### src/rtl/shutter_code_if.sv
module shutter_code_if #(
  parameter int CODE_W      = 8,
  parameter int SEL_W       = 3,
  parameter int SYNC_STAGES = 2,
  parameter int IDX_W       = 4
) (
  input  logic             clk,
  input  logic             rst_n,
  input  logic             par_mode,
  input  logic [SEL_W-1:0] sel,
  input  logic             ser_data,
  input  logic             ser_clk,
  input  logic             ser_strobe,
  input  logic             flk_mode,
  input  logic             pal_mode,
  input  logic             vsync,
  output logic [IDX_W-1:0] speed_idx,
  output logic             speed_valid
);
  localparam int FLK_BIT = SEL_W;
  localparam int WORD_W  = SEL_W + 1;
  localparam logic [IDX_W-1:0] IDX_FLK_NTSC = IDX_W'(2**SEL_W);
  localparam logic [IDX_W-1:0] IDX_FLK_PAL  = IDX_W'(2**SEL_W + 1);

  logic [SYNC_STAGES:0]   clk_sy, stb_sy;
  logic [SYNC_STAGES-1:0] dat_sy;
  logic [CODE_W-1:0]      shreg;
  logic [WORD_W-1:0]      word;
  logic                   have_word;
  logic                   vs_d;
  logic [IDX_W-1:0]       held;

  always_ff @(posedge clk or negedge rst_n)
    if (!rst_n) begin
      clk_sy <= '0;
      stb_sy <= '0;
      dat_sy <= '0;
    end else begin
      clk_sy <= {clk_sy[SYNC_STAGES-1:0], ser_clk};
      stb_sy <= {stb_sy[SYNC_STAGES-1:0], ser_strobe};
      dat_sy <= {dat_sy[SYNC_STAGES-2:0], ser_data};
    end

  wire clk_rise = clk_sy[SYNC_STAGES-1] & ~clk_sy[SYNC_STAGES];
  wire stb_fall = ~stb_sy[SYNC_STAGES-1] & stb_sy[SYNC_STAGES];

  always_ff @(posedge clk or negedge rst_n)
    if (!rst_n) begin
      shreg     <= '0;
      word      <= '0;
      have_word <= 1'b0;
    end else begin
      if (clk_rise) shreg <= {dat_sy[SYNC_STAGES-1], shreg[CODE_W-1:1]};
      if (stb_fall) begin
        word      <= shreg[WORD_W-1:0];
        have_word <= 1'b1;
      end
    end

  wire [SEL_W-1:0] code    = par_mode ? sel : word[SEL_W-1:0];
  wire             flk_req = flk_mode | (~par_mode & word[FLK_BIT]);
  wire             req_ok  = par_mode | have_word;
  wire [IDX_W-1:0] req_idx = flk_req ? (pal_mode ? IDX_FLK_PAL : IDX_FLK_NTSC)
                                     : IDX_W'(code);

  function automatic logic [IDX_W-1:0] rank(input logic [IDX_W-1:0] i);
    if (i >= IDX_FLK_NTSC) rank = IDX_W'(1);
    else if (i == '0)      rank = '0;
    else                   rank = i + IDX_W'(1);
  endfunction

  wire vs_edge  = vsync & ~vs_d;
  wire may_load = !speed_valid || (rank(req_idx) <= rank(speed_idx)) || (held == req_idx);

  always_ff @(posedge clk or negedge rst_n)
    if (!rst_n) begin
      vs_d        <= 1'b0;
      held        <= '0;
      speed_idx   <= '0;
      speed_valid <= 1'b0;
    end else begin
      vs_d <= vsync;
      if (vs_edge && req_ok) begin
        held <= req_idx;
        if (may_load) begin
          speed_idx   <= req_idx;
          speed_valid <= 1'b1;
        end
      end
    end
endmodule

### config.mk
export PLATFORM = sky130hd
export DESIGN_NAME = shutter_code_if
export DESIGN_NICKNAME = d
export VERILOG_FILES = /design/src/rtl/shutter_code_if.sv
export SDC_FILE = /design/constraint.sdc
export NUM_CORES = 1
export LEC_CHECK = 0
export ABC_CLOCK_PERIOD_IN_PS = 4650
export BUFFER_PORTS_ARGS = -buffer_cell sky130_fd_sc_hd__buf_2
export CAP_MARGIN = 25
export CORE_MARGIN = 5
export CORE_UTILIZATION = 35
export CTS_CLUSTER_SIZE = 30
export DETAILED_ROUTE_END_ITERATION = 8
export HOLD_SLACK_MARGIN = 0.03
export REMOVE_ABC_BUFFERS = 1
export SYNTH_ARGS = -nofsm -noshare
export SYNTH_HDL_FRONTEND = slang
export SYNTH_SLANG_ARGS = --single-unit
### constraint.sdc
create_clock -name clk -period 4.65 [get_ports clk]
set_input_delay 0.93 -clock clk [delete_from_list [all_inputs] [get_ports clk]]
set_output_delay 0.93 -clock clk [all_outputs]
set_load 0.05 [all_outputs]
==> results of run 1 <==
[per-layer routing]
metal / vias up / GRT usage [%] / share of wire, %
met5: - / 0 / 0
met4: 0 / 4.08 / 1.4
met3: 5 / 3.69 / 4.5
met2: 16 / 16.5 / 49
met1: 458 / 11.4 / 45
li1: 468 / - / -
[cell families after synthesis]
kind of cell    synth area share (%)
simple gates                    12.1
mux                             15.9
xor+xnor                        1.75
compound gates                  8.99
flops                           51.6
buf+inv                         3.00
fa+ha+maj                       6.66
[worst paths after layout]
path,from,endpoint,slack [ns],cells past startpoint
max,par_mode,speed_idx[3],1.14,13
min,stb_sy[0],stb_sy[1],0.35,0
max reg2reg,word[3],speed_idx[3],1.54,12
min reg2reg,stb_sy[0],stb_sy[1],0.35,0
max in group asynchronous,rst_n,speed_idx[3],3.54,1
min in group asynchronous,rst_n,clk_sy[0],0.68,1
[cell usage in the layout (no fill, tap or decap), drive strengths merged, types with 2 or more instances in the layout]
master / n
dfrtp: 31
buf: 16
mux2: 15
ha: 8
inv: 7
nor2: 7
a21oi: 7
nand2: 6
clkbuf: 5
mux2i: 5
o21ai: 5
nor2b: 4
nand2b: 4
nor3: 3
or2: 3
o211ai: 3
xor2: 2
clkinvlp: 2
[report_power, final]
part | switching (µW) | internal [µW] | total (µW)
registers | 57.2 | 341 | 399
logic | 199 | 161 | 360
clock network | 98.8 | 104 | 203
total | 355 | 606 | 962
[flip-flops by register name, indices dropped and copies added, names as in the netlist, 2 cells and up]
register   cells
clk_sy         3
stb_sy         3
shreg          8
speed_idx      4
word           4
held           4
dat_sy         2
[metrics by stage]
| step | instance area [µm²] | power [µW] | setup WS, ns |
|---|---|---|---|
| after floorplan | 1480 | 677 | 1.24 |
| after global placement | 1630 | 749 | 0.952 |
| after detailed placement | 1630 | 765 | 0.870 |
| after CTS | 1720 | 977 | 1.17 |
| after global routing | 1720 | 1030 | 1.02 |
| final | 1720 | 962 | 1.14 |
[final cells by class]
| cell class | instances | share of cell area (%) |
|---|---|---|
| Sequential cell | 31 | 45.2 |
| Clock buffer | 5 | 4.01 |
| Timing Repair Buffer | 16 | 4.67 |
| Clock inverter | 3 | 1.17 |
| Inverter | 7 | 1.53 |
| Tap cell | 50 | 3.65 |
| Multi-Input combinational cell | 82 | 39.8 |
==> results_dict.tcl, run 1 <==
set metrics [dict create \
    result_of_the_run "completed" \
    fp-row-count 23 \
    first_global_vias 970 \
    hold_slack_ns 0.349 \
    numCtsBuffers 5 \
    seq_area_frac_synth_pct 51.6 \
    worst_setup_path_start_kind "primary input" \
    grt_pass1_wl_um 4220 \
    drt-total-wl_um 2500 \
    n_fill_cell 401 \
    path_cells "buf_2 > or4b_4 > o211ai_4 > inv_1 > ha_1 > and2_1 > ha_1 > nor2b_1 > o211ai_1 > a21oi_1 > nor2_1 > a21oi_4 > mux2_4" \
    critical-path-slowest-cell "or4b_4" \
    synthesis.area_per_instance_um2 12.2 \
    initial_antenna_violation_count 0 \
    post_synth_num_cell_types 34 \
    buffer_ports.inserted 16 \
    dr.pass1.iters 4 \
    grt_start_max_net_pins 32 \
    synth_edf_count 0 \
    slew_limit_headroom_pct 53.2 \
    report.final.setup_viol 0 \
    mapped_cell_area_um2 1500 \
    ys_async_sr_fraction_pct 100 \
    max_clock_freq_mhz 285 \
    die-area_um2 5700 \
    syn-instance-count 123 \
    clkTransAtPathRegs_ns 0.06 \
    gpl.final_weighted_congestion 0.761 \
    cts_max_path_buffers 2 \
    p_leak_uw 0.000784 \
    track_usage_pct 9.89 \
    instances_no_fill 194 \
    tns_ns 0 \
    yosys.area.top_type_share_pct 51.6 \
    die_width_um 75.5 \
    postCtsResizedCells 0 \
    routed_via_density 4.88 \
    timing.final.crit_period_ns 3.51 \
    die_height_um 75.5 \
    timing.clock.skew_ns 0.00595 \
    multi_input_gate_area_um2 682 \
    critPathArrivalTime_ns 3.67 \
    drt_iter0_drc 38 \
    hold_viol_final 0 \
    ant_nets 0 \
    antenna_cells 0 \
    crit_path_frequent_cell "ha_1" \
    worst-slew-pin-transition_ns 0.699 \
    synth.ff_latch_count 31 \
    power_density_nw_per_um2 561 \
    drc 0 \
    cts_post_setup_buffers_inserted 0 \
    final_core_utilization_pct 42.0 \
    layout.nets 163 \
    final_layout_size_suffix_gt1_share_pct 30.6 \
    clkLatencyLatePin_ns 0.28 \
    cts_hold_repair.buffers 0 \
    grt_setup_unrepaired "false" \
    numClockSinks 31 \
    timing.final.crit_share_pct 75.4 \
    total_of_warnings_raised_by_yosys 0 \
    avgRoutedWirePerCell_um 12.9 \
    synth-main-ff-cell "dfrtp_1" \
    route.vias.total 947 \
    timing.final.max_slew_violations 0 \
    clockRootBuffer "clkbuf_8" \
    synth_area_leaders "dfrtp_1 (52%), mux2_2 (9.0%), ha_1 (6.7%)" \
    hold_path.class "reg2reg" \
    cap_violations 0 \
    critical_path_buf_inv_count 2 \
    most_instantiated_library_cell_after_synthesis "dfrtp_1" \
    place.detailed.hpwl_um 1910 \
    io_pins 17 \
    clock_tree_from_tritoncts "yes" \
    path_delay_family "simple AND/OR/NAND/NOR gates" \
    synth_area_leader_cell "dfrtp_1" \
    ys_top_cells_by_count "dfrtp_1 (31), mux2_2 (12), ha_1 (8)" \
    floorplan.initialDensity_pct 36.8 \
    cp.required_ns 4.81 \
    timing.critical_path.fanout_max 7 \
    worstSetupEndpointType "register" \
    critical_path_class "in2reg" \
    layout.area.seq_um2 776 \
    grt-ovfl-total 0 \
    slowest_delay_ns 0.54 \
    htree_num_levels 2 \
    vdd_drop_max_mv 0.232 \
    floorplan.core_area_um2 4090 \
    dpl.cell_count 186 \
    area_growth_pct 14.2 \
]
Note: power is estimated with default switching activity, not from simulation.
==> run 2: changes to the inputs <==
--- a/config.mk
+++ b/config.mk
@@ -5,7 +5,8 @@
 export SDC_FILE = /design/constraint.sdc
 export NUM_CORES = 1
 export LEC_CHECK = 0
-export ABC_CLOCK_PERIOD_IN_PS = 4650
+export ABC_AREA = 1
+export ABC_CLOCK_PERIOD_IN_PS = 3200
 export BUFFER_PORTS_ARGS = -buffer_cell sky130_fd_sc_hd__buf_2
 export CAP_MARGIN = 25
 export CORE_MARGIN = 5
==> constraint.sdc (replaced) <==
create_clock -name clk -period 3.2 [get_ports clk]
set_input_delay 0.64 -clock clk [delete_from_list [all_inputs] [get_ports clk]]
set_output_delay 0.64 -clock clk [all_outputs]
set_load 0.05 [all_outputs]
==> results_dict.tcl, run 2 <==
set metrics [dict create \
    result_of_the_run "completed" \
    timing.final.max_slew_violations 0 \
    final_layout_size_suffix_gt1_share_pct 20.9 \
    critical_path_class "in2reg" \
    n_fill_cell 441 \
    numCtsBuffers 5 \
    timing.critical_path.fanout_max 6 \
    post_synth_num_cell_types 22 \
    tns_ns 0 \
    number_of_flip_flops_under_the_largest_register_name 8 \
    die-area_um2 5770 \
    cap_violations 0 \
    yosys.area.top_type_share_pct 50.9 \
    mapped_cell_area_um2 1520 \
    floorplan.core_area_um2 4290 \
    ys_top_cells_by_count "nand2_1 (42), dfrtp_1 (31), inv_1 (29)" \
    htree_num_levels 2 \
    synth_area_leaders "dfrtp_1 (51%), nand2_1 (10%), inv_1 (7.1%)" \
    ys_async_sr_fraction_pct 100 \
    floorplan.initialDensity_pct 35.5 \
    synth_area_leader_cell "dfrtp_1" \
    seq_area_frac_synth_pct 50.9 \
    hold_path.class "reg2reg" \
    avgRoutedWirePerCell_um 10.5 \
    max_clock_freq_mhz 406 \
    instances_no_fill 248 \
    clockRootBuffer "clkbuf_8" \
    critPathArrivalTime_ns 2.68 \
    route.vias.total 1105 \
    worst-slew-pin-transition_ns 0.803 \
    buffer_ports.inserted 16 \
    path_delay_family "simple AND/OR/NAND/NOR gates" \
    clkLatencyLatePin_ns 0.28 \
    io_pins 17 \
    synth.ff_latch_count 31 \
    synthesis.area_per_instance_um2 8.76 \
    power_density_nw_per_um2 759 \
    slowest_delay_ns 0.28 \
    clkTransAtPathRegs_ns 0.07 \
    worst_setup_path_start_kind "primary input" \
    dr.pass1.iters 4 \
    regMostFlops "shreg" \
    antenna_cells 0 \
    worstSetupEndpointType "register" \
    track_usage_pct 9.95 \
    postCtsResizedCells 0 \
    total_of_warnings_raised_by_yosys 0 \
    p_leak_uw 0.000941 \
    cts_max_path_buffers 2 \
    syn-instance-count 174 \
    drt-total-wl_um 2590 \
    layout_commonest_cell "nand2_1" \
    layout_common_cells "nand2_1 (42), dfrtp_1 (31), inv_1 (29), buf_2 (16), o21ai_0 (15)" \
    die_width_um 76.0 \
    grt_pass1_wl_um 4690 \
    drc 0 \
    initial_antenna_violation_count 0 \
    slew_limit_headroom_pct 46.3 \
    cts_post_setup_buffers_inserted 0 \
    path_cells "buf_2 > inv_2 > a21oi_4 > nand2_2 > nand2_4 > inv_1 > ha_1 > nand2_1 > o22ai_1 > ha_1 > nand2_1 > o21ai_0 > o21ai_0 > nor2_1 > nand2_4 > nand2_4 > nand2_1 > nand2_1" \
    layout.nets 215 \
    dpl.cell_count 240 \
    ant_nets 0 \
    routed_via_density 4.46 \
    timing.final.crit_period_ns 2.46 \
    timing.final.crit_share_pct 77.0 \
    clock_tree_from_tritoncts "yes" \
    grt_start_max_net_pins 32 \
    gpl.final_weighted_congestion 0.782 \
    critical_path_buf_inv_count 3 \
    timing.clock.skew_ns 0.00556 \
    report.final.setup_viol 0 \
    drt_iter0_drc 65 \
    cp.required_ns 3.42 \
    crit_path_frequent_cell "nand2_1" \
    most_instantiated_library_cell_after_synthesis "nand2_1" \
    vdd_drop_max_mv 0.357 \
    place.detailed.hpwl_um 2000 \
    cts_hold_repair.buffers 0 \
    first_global_vias 1070 \
    fp-row-count 24 \
    final_core_utilization_pct 41.3 \
    numClockSinks 31 \
    grt_setup_unrepaired "false" \
    critical-path-slowest-cell "ha_1" \
    die_height_um 76.0 \
    area_growth_pct 16.3 \
    grt-ovfl-total 0 \
    synth-main-ff-cell "dfrtp_1" \
    hold_viol_final 0 \
    synth_edf_count 0 \
]
==> run 2: cell count changes after synthesis, moves of 3 or more <==
cell,change
nand2_1,+36
inv_1,+22
o21ai_0,+12
mux2_2,-11
nand3_1,+9
nand2_2,+7
mux2i_1,-4
nand2_4,+4
nand2b_1,-4
nor2b_1,-4
nor2_1,+3
==> run 2: layer usage <==
layer	routed length [µm]	GRT usage, %
met4	44	4.09
met1	1160	12.0
met2	1260	15.6
met5	0	0
met3	124	4.14
==> run 2: logic make-up (layout without fill, tap and decap cells) <==
group           Yosys count  count (layout)  synth area share, %
simple gates             77              77                 24.1
buf+inv                  32              54                 8.37
flops                    31              31                 50.9
compound gates           24              24                 8.70
fa+ha+maj                 8               8                 6.57
xor+xnor                  1               1                0.575
mux                       1               1                0.739
==> run 2: area by class of cell <==
class / count / area, µm² / area share (%)
repair buffers: 16 / 80.1 / 4.52
inverters: 30 / 113 / 6.36
clock inverters: 2 / 35.0 / 1.98
flip-flops and latches: 31 / 776 / 43.8
well taps: 52 / 65.1 / 3.67
clock buffers: 6 / 82.6 / 4.66
multi-input cells: 111 / 621 / 35.0
==> run 2: worst paths after layout <==
check | end | slack (ns) | start | cells after the start
max in group asynchronous | have_word | 2.37 | rst_n | 1
setup reg to reg | speed_idx[2] | 0.80 | word[3] | 16
hold reg to reg | clk_sy[1] | 0.35 | clk_sy[0] | 0
setup / recovery | speed_idx[2] | 0.74 | par_mode | 18
min in group asynchronous | dat_sy[1] | 0.39 | rst_n | 1
hold / removal | clk_sy[1] | 0.35 | clk_sy[0] | 0
==> run 2: through the flow <==
stage                     total power, µW  instance area [µm²]  worst slack (ns)  hold WS (ns)
final                                1350                 1770             0.736         0.351
after global routing                 1450                 1770             0.512         0.354
after CTS                            1370                 1770             0.731         0.354
after detailed placement              968                 1650             0.434         0.338
after global placement                958                 1650             0.457         0.331
after floorplan                       865                 1510             0.792         0.331
==> run 2: where the power goes <==
group | total (µW) | switching [µW] | leakage (µW) | internal, µW
Sequential | 509 | 51.1 | 0.000371 | 458
Clock | 393 | 142 | 0.0000612 | 252
Combinational | 443 | 299 | 0.000509 | 144
Total | 1350 | 491 | 0.000941 | 854
==> run 3: changes to the inputs <==
--- a/config.mk
+++ b/config.mk
@@ -5,8 +5,8 @@
 export SDC_FILE = /design/constraint.sdc
 export NUM_CORES = 1
 export LEC_CHECK = 0
-export ABC_AREA = 1
-export ABC_CLOCK_PERIOD_IN_PS = 3200
+export ABC_AREA = 0
+export ABC_CLOCK_PERIOD_IN_PS = 2300
 export BUFFER_PORTS_ARGS = -buffer_cell sky130_fd_sc_hd__buf_2
 export CAP_MARGIN = 25
 export CORE_MARGIN = 5
==> constraint.sdc (replaced) <==
create_clock -name clk -period 2.3 [get_ports clk]
set_input_delay 0.46 -clock clk [delete_from_list [all_inputs] [get_ports clk]]
set_output_delay 0.46 -clock clk [all_outputs]
set_load 0.05 [all_outputs]
==> results_dict.tcl, run 3 (synthesis results as in run 1) <==
set metrics [dict create \
    power_frac_clock_pct 21.1 \
    gpl.final_weighted_congestion 0.774 \
    layout.area.seq_um2 776 \
    result_of_the_run "finished, violations left" \
    timing.clock.skew_ns 0.00773 \
    hold_path.class "in2async" \
    route.vias.total 1025 \
    multi_input_gate_area_um2 733 \
    final_layout_size_suffix_gt1_share_pct 44.9 \
    io_pins 17 \
    max_clock_freq_mhz 356 \
    timing.critical_path.fanout_max 3 \
    drc 0 \
    p_leak_uw 0.000907 \
    worstSetupEndpointType "register" \
    cap_violations 0 \
    layout_commonest_cell "dfrtp_1" \
    n_fill_cell 370 \
    drt-total-wl_um 2860 \
    cts_max_path_buffers 2 \
    tns_ns -1.84 \
    initial_antenna_violation_count 0 \
    seq_power_share_pct 35.5 \
    vdd_drop_max_mv 0.500 \
    area_growth_pct 30.3 \
    slew_limit_headroom_pct 55.5 \
    critical_path_class "reg2reg" \
    numCtsBuffers 5 \
    total_power_uw 2250 \
    final_core_utilization_pct 47.9 \
    power_switching_share_pct 34.9 \
    clkLatencyLatePin_ns 0.28 \
    p_int_uw 1460 \
    htree_num_levels 2 \
    report.final.setup_viol 4 \
    place.detailed.hpwl_um 2120 \
    worst-slew-pin-transition_ns 0.668 \
    drt_iter0_drc 16 \
    die-area_um2 5700 \
    clock_tree_from_tritoncts "yes" \
    grt-ovfl-total 0 \
    share_comb_of_total_power_pct 43.4 \
    fp-row-count 23 \
    failed_checks "setup timing" \
    total_switching_power_uw 783 \
    antenna_cells 0 \
    cts_hold_repair.buffers 0 \
    grt_pass1_wl_um 5110 \
    floorplan.core_area_um2 4090 \
    grt_setup_unrepaired "true" \
    dr.pass1.iters 2 \
    grt_start_max_net_pins 32 \
    timing.final.crit_period_ns 2.81 \
    hold_viol_final 0 \
    ant_nets 0 \
    die_height_um 75.5 \
    track_usage_pct 12.3 \
    power_density_nw_per_um2 1150 \
    layout_common_cells "dfrtp_1 (31), buf_4 (22), buf_2 (16), mux2_2 (12), clkbuf_8 (7)" \
    clockRootBuffer "clkbuf_8" \
    dp_slack_ns -0.814 \
    buffer_ports.inserted 16 \
    routed_via_density 4.72 \
    cp.required_ns 2.47 \
    die_width_um 75.5 \
    timing.final.crit_share_pct 122 \
    timing.final.max_slew_violations 0 \
    clkTransAtPathRegs_ns 0.06 \
    number_of_flip_flops_under_the_largest_register_name 8 \
    regMostFlops "shreg" \
    floorplan.initialDensity_pct 36.8 \
    worst_setup_path_start_kind "register" \
    finalWorstSetupSlack_ns -0.506 \
    layout.nets 186 \
    avgRoutedWirePerCell_um 13.2 \
    numClockSinks 31 \
    critPathArrivalTime_ns 2.97 \
    first_global_vias 1138 \
]
run 3: metal layers:
layer	wire length [µm]	track usage (%)	up-vias
met4	40	4.66	0
li1	-	-	511
met2	1460	20.5	16
met3	128	5.01	4
met1	1230	14.1	494
met5	0	0	-
run 3: critical path, stage by stage, from the launching register on:
cell and delay (ns):
dfrtp_1 0.41, or4b_4 0.51, o211ai_4 0.12, inv_2 0.08, ha_4 0.21, and2_4 0.14
ha_4 0.26, nor2b_1 0.12, o211ai_1 0.12, a21oi_2 0.18, nor2_2 0.08, a21oi_4 0.17
mux2_4 0.31
run 3: final cells by class:
| cell class | instances | share of cell area (%) |
|---|---|---|
| clock inverter | 1 | 0.383 |
| multi-input combinational | 82 | 37.4 |
| tap | 50 | 3.19 |
| inverter | 7 | 1.34 |
| timing repair buffer | 39 | 13.1 |
| sequential | 31 | 39.6 |
| clock buffer | 7 | 4.92 |
run 3: through the flow:
stage / instance area (µm²) / cells / hold slack, ns
2_1_floorplan: 1480 / 120 / 0.164
3_3_place_gp: 1780 / 206 / 0.332
3_5_place_dp: 1780 / 206 / 0.336
4_1_cts: 1940 / 217 / 0.229
5_1_grt: 1960 / 217 / 0.262
6_report: 1960 / 217 / 0.211
run 3: power groups by stage:
| stage | Combinational [µW] | Sequential [µW] | Clock [µW] |
|---|---|---|---|
| after CTS | 971 | 800 | 493 |
| after global placement | 870 | 798 | 0 |
| after global routing | 1070 | 821 | 525 |
| final | 974 | 798 | 474 |
| after floorplan | 477 | 891 | 0 |
| after detailed placement | 890 | 807 | 0 |
run 3: repair_timing:
item	4_1_cts	5_1_grt
hold endpoints to repair	0	0
endpoints found under the setup margin	4	4
pin swaps	6	1
buffers inserted	3	0
gates resized for setup	7	3
run 3: worst paths after layout:
kind                       depth (start not counted)  slack, ns  startpoint            to
hold reg to reg                                    0       0.35   dat_sy[0]     dat_sy[1]
setup reg to reg                                  12      -0.51     word[3]  speed_idx[2]
min in group clk                                   1       0.28     ser_clk     clk_sy[0]
hold / removal                                     1       0.21       rst_n     clk_sy[0]
max in group asynchronous                          1       1.65       rst_n     have_word
setup / recovery                                  12      -0.51     word[3]  speed_idx[2]
